===== config.mk =====
export PLATFORM = sky130hd
export DESIGN_NAME = intr_gate_bank
export DESIGN_NICKNAME = d
export VERILOG_FILES = /design/src/rtl/intr_gate_pkg.sv /design/src/rtl/intr_sync.sv /design/src/rtl/intr_addr_decode.sv /design/src/rtl/intr_mask_bank.sv /design/src/rtl/intr_status_mux.sv /design/src/rtl/intr_gate_bank.sv
export SDC_FILE = /design/constraint.sdc
export NUM_CORES = 1
export LEC_CHECK = 0
export ABC_AREA = 0
export BUFFER_PORTS_ARGS = -buffer_cell sky130_fd_sc_hd__buf_4
export CAP_MARGIN = 25
export CORE_UTILIZATION = 54
export CTS_BUF_LIST = sky130_fd_sc_hd__clkbuf_8
export DETAILED_ROUTE_END_ITERATION = 16
export PLACE_DENSITY = 0.78
export SYNTH_ARGS = -nofsm -noshare
export SYNTH_HDL_FRONTEND = slang
export SYNTH_SLANG_ARGS = --single-unit

===== constraint.sdc =====
create_clock -name clk -period 2.15 [get_ports clk]
set_clock_uncertainty 0.15 [all_clocks]
set_input_delay 0.43 -clock clk [delete_from_list [all_inputs] [get_ports clk]]
set_output_delay 0.43 -clock clk [all_outputs]
set_load 0.02 [all_outputs]

===== src/rtl/intr_gate_pkg.sv =====
`timescale 1ns/1ps
package intr_gate_pkg;
   localparam int DEFAULT_BYTE_W = 8;

   // number of byte registers needed to hold a given number of lines
   function automatic int regs_needed(input int lines, input int width);
      return (lines + width - 1) / width;
   endfunction

   // number of real lines held in register k
   function automatic int lines_in_reg(input int lines, input int width, input int k);
      int rest;
      rest = lines - k * width;
      if (rest > width) return width;
      return rest;
   endfunction
endpackage


===== src/rtl/intr_sync.sv =====
`timescale 1ns/1ps
module intr_sync #(
   parameter int WIDTH  = 1,
   parameter int STAGES = 2
) (
   input  logic             clk,
   input  logic             rst_n,
   input  logic [WIDTH-1:0] d,
   output logic [WIDTH-1:0] q
);
   if (STAGES == 0) begin : g_bypass
      assign q = d;
   end else begin : g_chain
      logic [STAGES-1:0][WIDTH-1:0] chain;
      for (genvar s = 0; s < STAGES; s++) begin : g_stage
         logic [WIDTH-1:0] flop_q;
         if (s == 0) begin : g_first
            always_ff @(posedge clk or negedge rst_n) begin
               if (!rst_n) flop_q <= '0;
               else        flop_q <= d;
            end
         end else begin : g_next
            always_ff @(posedge clk or negedge rst_n) begin
               if (!rst_n) flop_q <= '0;
               else        flop_q <= chain[s-1];
            end
         end
         assign chain[s] = flop_q;
      end
      assign q = chain[STAGES-1];
   end
endmodule


===== src/rtl/intr_addr_decode.sv =====
`timescale 1ns/1ps
module intr_addr_decode #(
   parameter int ADDR_W    = 12,
   parameter int BASE_ADDR = 'h804,
   parameter int NUM_REGS  = 3
) (
   input  logic [ADDR_W-1:0]   addr,
   output logic [NUM_REGS-1:0] sel
);
   for (genvar k = 0; k < NUM_REGS; k++) begin : g_sel
      localparam logic [ADDR_W-1:0] MATCH = ADDR_W'(BASE_ADDR + k);
      assign sel[k] = (addr == MATCH);
   end
endmodule


===== src/rtl/intr_mask_bank.sv =====
`timescale 1ns/1ps
module intr_mask_bank
   import intr_gate_pkg::*;
#(
   parameter int NUM_LINES = 19,
   parameter int BYTE_W    = 8,
   parameter int NUM_REGS  = 3
) (
   input  logic                 clk,
   input  logic                 rst_n,
   input  logic                 wr_en,
   input  logic [NUM_REGS-1:0]  sel,
   input  logic [BYTE_W-1:0]    wdata,
   output logic [NUM_LINES-1:0] mask_q
);
   for (genvar k = 0; k < NUM_REGS; k++) begin : g_reg
      localparam int LO  = k * BYTE_W;
      localparam int CNT = lines_in_reg(NUM_LINES, BYTE_W, k);
      logic [CNT-1:0] bits_q;
      always_ff @(posedge clk or negedge rst_n) begin
         if (!rst_n)                bits_q <= '1;
         else if (wr_en && sel[k])  bits_q <= wdata[CNT-1:0];
      end
      assign mask_q[LO +: CNT] = bits_q;
   end
endmodule


===== src/rtl/intr_status_mux.sv =====
`timescale 1ns/1ps
module intr_status_mux #(
   parameter int NUM_LINES = 19,
   parameter int BYTE_W    = 8,
   parameter int NUM_REGS  = 3
) (
   input  logic                 rd_en,
   input  logic [NUM_REGS-1:0]  sel,
   input  logic [NUM_LINES-1:0] status,
   output logic [BYTE_W-1:0]    rdata
);
   localparam int PAD_W = NUM_REGS * BYTE_W;
   logic [PAD_W-1:0] padded;

   always_comb begin
      padded = '0;
      padded[NUM_LINES-1:0] = status;
   end

   always_comb begin
      rdata = '0;
      for (int k = 0; k < NUM_REGS; k++) begin
         if (rd_en && sel[k]) rdata = rdata | padded[k*BYTE_W +: BYTE_W];
      end
   end
endmodule


===== src/rtl/intr_gate_bank.sv =====
`timescale 1ns/1ps
module intr_gate_bank
   import intr_gate_pkg::*;
#(
   parameter int NUM_LINES   = 19,
   parameter int BYTE_W      = DEFAULT_BYTE_W,
   parameter int ADDR_W      = 12,
   parameter int BASE_ADDR   = 'h804,
   parameter int SYNC_STAGES = 2
) (
   input  logic                 clk,
   input  logic                 rst_n,
   input  logic [ADDR_W-1:0]    bus_addr,
   input  logic                 bus_rd,
   input  logic                 bus_wr,
   input  logic [BYTE_W-1:0]    bus_wdata,
   output logic [BYTE_W-1:0]    bus_rdata,
   input  logic [NUM_LINES-1:0] req_in,
   output logic                 irq_out
);
   localparam int NUM_REGS = regs_needed(NUM_LINES, BYTE_W);

   // elaboration-time parameter checks
   if (NUM_LINES < 1) begin : g_bad_lines
      $error("intr_gate_bank: NUM_LINES must be at least 1");
   end
   if (BYTE_W < 1) begin : g_bad_width
      $error("intr_gate_bank: BYTE_W must be at least 1");
   end
   if (SYNC_STAGES < 0) begin : g_bad_sync
      $error("intr_gate_bank: SYNC_STAGES must not be negative");
   end
   if (BASE_ADDR < 0 || BASE_ADDR + NUM_REGS > (1 << ADDR_W)) begin : g_bad_base
      $error("intr_gate_bank: register window does not fit the address space");
   end

   logic [NUM_LINES-1:0] req_sync;
   logic [NUM_LINES-1:0] mask_q;
   logic [NUM_REGS-1:0]  reg_sel;

   intr_sync #(
      .WIDTH  (NUM_LINES),
      .STAGES (SYNC_STAGES)
   ) u_sync (
      .clk   (clk),
      .rst_n (rst_n),
      .d     (req_in),
      .q     (req_sync)
   );

   intr_addr_decode #(
      .ADDR_W    (ADDR_W),
      .BASE_ADDR (BASE_ADDR),
      .NUM_REGS  (NUM_REGS)
   ) u_decode (
      .addr (bus_addr),
      .sel  (reg_sel)
   );

   intr_mask_bank #(
      .NUM_LINES (NUM_LINES),
      .BYTE_W    (BYTE_W),
      .NUM_REGS  (NUM_REGS)
   ) u_mask (
      .clk    (clk),
      .rst_n  (rst_n),
      .wr_en  (bus_wr),
      .sel    (reg_sel),
      .wdata  (bus_wdata),
      .mask_q (mask_q)
   );

   intr_status_mux #(
      .NUM_LINES (NUM_LINES),
      .BYTE_W    (BYTE_W),
      .NUM_REGS  (NUM_REGS)
   ) u_status (
      .rd_en  (bus_rd),
      .sel    (reg_sel),
      .status (req_sync),
      .rdata  (bus_rdata)
   );

   // a line reaches the processor only while its mask bit is clear
   assign irq_out = |(req_sync & ~mask_q);
endmodule


======== Yosys cells after proc, flatten, opt, wreduce, memory -nomap -nowiden ========
Cells that the tools add are included.
storage, ports and cells
  bits of input ports ..................... 43
  flip-flop bits (word level) ............. 57
operators by class
  reductions and logical operators ........ 7
  eq/ne operators ......................... 3
  bitwise logic cells ..................... 4
  multiplexer cells ....................... 3
operators by type and width
  kind                                         number
  12-bit equality test, second input constant  3
  8-bit 2-to-1 mux                             3
  19-bit AND                                   1
  19-bit inverter                              1
  19-bit OR reduction                          1
  8-bit by 3-bit bitwise OR with 8-bit output  1
  8-bit bitwise OR                             1
  1-bit logical AND                            6

======== Depth between registers and ports, before layout ========
  depth in word-level cells ............... 7
  depth in mapped cells ................... 5
  mapped depth without buffers ............ 4

======== Hierarchy ========
Synthesis repeated with hierarchy kept, for this count alone.
second synthesis, totals
  cell total of the unflattened synthesis .. 131
  area, all modules ....................... 2057.0 um2
modules (own cells, without submodules)
  module            instances  cells each  sequential area each (um2)  area an instance (um2)
  intr_sync         1          38          950.9                       950.9
  intr_mask_bank    1          41          499.2                       729.4
  intr_gate_bank    1          29          0.0                         153.9
  intr_status_mux   1          15          0.0                         135.1
  intr_addr_decode  1          8           0.0                         87.6

======== Worst setup path before layout ========
Ideal clock, no wire load.
  path kind ............................... input to output
  start point ............................. input port bus_addr[9]
  end point ............................... output port bus_rdata[3]
  required time ........................... 1.570 ns
  arrival time ............................ 1.762 ns
  stages on the path ...................... 4
  buffers on the path ..................... 0
  path slack .............................. -0.192 ns
  path through ............................ or4b_4 nor4_4 nand3b_1 nor2_1
on the way
  longest elaborated chain between the ends .. 7
  elaborated cells between the ends (all ways) .. 11
  classes of those cells .................. 3 x eq/ne; 3 x mux; 2 x bitwise; 3 x reduce/logical
RTL lines
  item                                         line                    text
  from (decl)                                  intr_gate_bank.sv:13    input logic [ADDR_W-1:0] bus_addr,
  12-bit equality test                         intr_addr_decode.sv:12  assign sel[k] = (addr == MATCH);
  1-bit logical AND                            intr_status_mux.sv:23   if (rd_en && sel[k]) rdata = rdata | padded[k*BYTE_W +: BYTE_W];
  8-bit 2-to-1 mux                             intr_status_mux.sv:23
  8-bit bitwise OR                             intr_status_mux.sv:23
  8-bit 2-to-1 mux                             intr_status_mux.sv:23
  8-bit by 3-bit bitwise OR with 8-bit output  intr_status_mux.sv:23
  8-bit 2-to-1 mux *                           intr_status_mux.sv:23
  to (decl)                                    intr_gate_bank.sv:17    output logic [BYTE_W-1:0] bus_rdata,
Mark *: on every way between the ends. The rest lies on a longest branch, timed or not.

======== Final worst setup path ========
  start point ............................. input port bus_addr[10]
  end point ............................... output port bus_rdata[3]
The elaborated chain is that of the path after synthesis.

==> reports/results.tsv <==
stage	metric	value	unit
sta	setup_ws	-0.287	ns
yosys	netlist_area	2100	um2
worst_hold_path	min_path_cells	1	
global_routing	grt_pass1_wl	6790	um
routing	drt_iter0_drc	59	
setup_path	cp_slowest_cell	or4b_4	
global_routing	antenna_found_initial	0	
setup_path	cp.arrival	1.86	ns
pwr	p_leak	1.37	nW
setup_path	max_stage_delay	0.54	ns
setup_path	cp_data_required_time	1.57	ns
die	initial_core_util	0.570	
sta	setup_tns	-2.17	ns
die	coreArea	3690	um2
setup_path	r2r_cells	1	
setup_path	critPathCaptureType	output port	
yosys	synthTopCellsByCount	dfrtp_1, dfstp_2, inv_1, nor2_1, mux2_2	
placement	numPortBuffers	51	
routing	antenna_left	0	
run	drv_cap	0	
sta	tightest_slew	0.659	ns
sta	finalHoldViolCount	0	
sta	rsz0062_at_grt	true	
routing	top_layer_used	met4	
setup_path	path_delay_family	simple AND/OR/NAND/NOR gates	
routing	drc	0	
pwr	finalPower	2.26	mW
yosys	synth.distinct_cells	26	
run_status	status	finished with violations	
sta	slew_headroom	0.560	
clocking	numClockSinks	57	
global_routing	grt_pass1_vias	1401	
routing	met3_length	257	um
sta	timing.fmax	0.410	GHz
sta	fin_crit_sh	1.13	
routing	routedWlPerCell	16.7	um
sta	setup_viol_count_final	9	
yosys	yosysMostFrequentCell	dfrtp_1	
clocking	path_clk_slew	0.06	ns
setup_path	crit_type	input pin to output port	
yosys	synth_ff_type	dfrtp_1	
die	io_pins	52	
sta	period_needed	2.44	ns
sta	drv_slew	0	
pwr	power_density	763	nW/um2
yosys	syn_inst	139	
cells_and_area	drive_gt1_frac	0.607	
clocking	clockBufferDepth	2	
routing	via_per_inst	5.14	
setup_path	crit_chain	buf_6 > or4b_4 > nor4_4 > nand3b_1 > buf_6 > nor2_2 > buf_4	
yosys	synth_fp_nets	182	
die	rows	22	
clocking	cts.root.buffer_cell	clkbuf_8	
global_routing	grt_max_degree	58	
setup_path	cpMostUsedCell	buf_6	
die	die_width	64.4	um
setup_path	crit_buf_inv	3	
routing	wl_met1	1650	um
yosys	synthTopCellsByArea	dfrtp_1, dfstp_2, mux2_4	
setup_path	cp.depth	7	
global_routing	grt_util_all_layers	0.242	
yosys	synth_seq_cells	57	
yosys	synth_top_area_share	0.452	
yosys	seq_area_frac_synth	0.689	
yosys	synth.avg_cell_area	15.1	um2
setup_path	crit_fanout	4	
clocking	clk_latency	0.34	ns
cells_and_area	area_delta_synth_final	40.8	%
yosys	yosys.area.top_type	dfrtp_1	
routing	wirelength	4340	um
run_status	violations	setup timing	
die	die_y	64.4	um
yosys	synth_warnings	0	
die	die-area	4150	um2
clocking	h-tree-depth	3	
pwr	vdd_drop_max	0.868	mV
cells_and_area	fillers	210	
yosys	synthArstFlopShare	1.00	
routing	dr_wl_met2	2280	um
worst_hold_path	hold_path.class	input pin to register	
clocking	numCtsBuffers	9	
placement	routabilityCongestion	0.792	
routing	drtPass1Iterations	4	
placement	hpwl	2730	um
cells_and_area	nets	249	
routing	vias	1332	
yosys	synth-edff-count	0	
clocking	cts_tree	yes	
cells_and_area	diodes	0	
global_routing	grt.overflow.total	0	
setup_path	start_kind	input pin	
-- kinds of logic after synthesis --
logic type	after synthesis	share of synthesized area
AOI/OAI and AO/OA	10	0.0321
buffers and inverters	16	0.0357
DFF	57	0.689
muxes	27	0.154
and+or+nand+nor	29	0.0886
-- what timing repair did --
item                                   4_1_cts  5_1_grt
setup endpoints to repair                    9       25
hold buffers                                 1        0
endpoints found under the hold margin       38        0
gates resized for setup                     26        3
pin swaps                                   14        3
setup buffers                                4        2
-- worst paths after layout --
path,startpoint,to,slack [ns]
worst max-delay path,bus_addr[10],bus_rdata[3],-0.29
worst min-delay path,req_in[3],u_sync.g_chain.g_stage[0].flop_q[3],0.04
worst max register to register,u_mask.g_reg[2].bits_q[0],u_mask.g_reg[2].bits_q[0],1.23
worst min register to register,u_sync.g_chain.g_stage[0].flop_q[1],u_sync.q[1],0.19
max in group asynchronous,rst_n,u_sync.g_chain.g_stage[0].flop_q[15],0.89
min in group asynchronous,rst_n,u_sync.q[17],0.51
-- per-layer routing --
| layer | vias to the layer above | global-route usage |
|---|---|---|
| li1 | 606 | - |
| met1 | 667 | 0.274 |
| met2 | 43 | 0.382 |
| met3 | 16 | 0.0951 |
| met4 | 0 | 0.153 |
| met5 | - | 0 |
-- report_power, final --
part | total (mW) | switching (mW) | leakage, nW | internal, mW
Combinational | 0.136 | 0.0639 | 0.629 | 0.0725
Sequential | 1.13 | 0.0198 | 0.639 | 1.11
Clock | 0.990 | 0.423 | 0.0985 | 0.566
-- cell usage in the layout (no fill, tap or decap), drive strengths merged, types with 4 or more instances in the layout --
master,count
nand2b,6
mux2,19
buf,58
dfstp,19
mux2i,8
dfrtp,38
clkbuf,10
inv,13
o22ai,4
nor2,11
-- layout make-up --
class / count / area (um2) / area share
clock inverters: 6 / 67.6 / 0.0228
repair buffers: 59 / 499 / 0.169
clock buffers: 10 / 138 / 0.0465
flip-flops and latches: 57 / 1450 / 0.490
well taps: 48 / 60.1 / 0.0203
inverters: 13 / 48.8 / 0.0165
multi-input cells: 66 / 698 / 0.236
-- registers in the layout, summed over array words and instances (netlist names) --
register / cells
u_mask.g.bits_q: 19
u_sync.g_chain.g_stage.flop_q: 19
u_sync.q: 19
-- through the flow --
stage          worst slack, ns  hold WS (ns)  utilization  instances  area [um2]
3_5_place_dp            -0.437         0.185        0.704        237        2590
4_1_cts                 -0.356        0.0303        0.800        258        2950
2_1_floorplan           -0.192       -0.0156            -        139        2150
6_report                -0.287        0.0427        0.803        259        2960
5_1_grt                 -0.329        0.0277        0.803        259        2960
3_3_place_gp            -0.411         0.185        0.704        237        2590
Power figures use the tool's default switching activity.
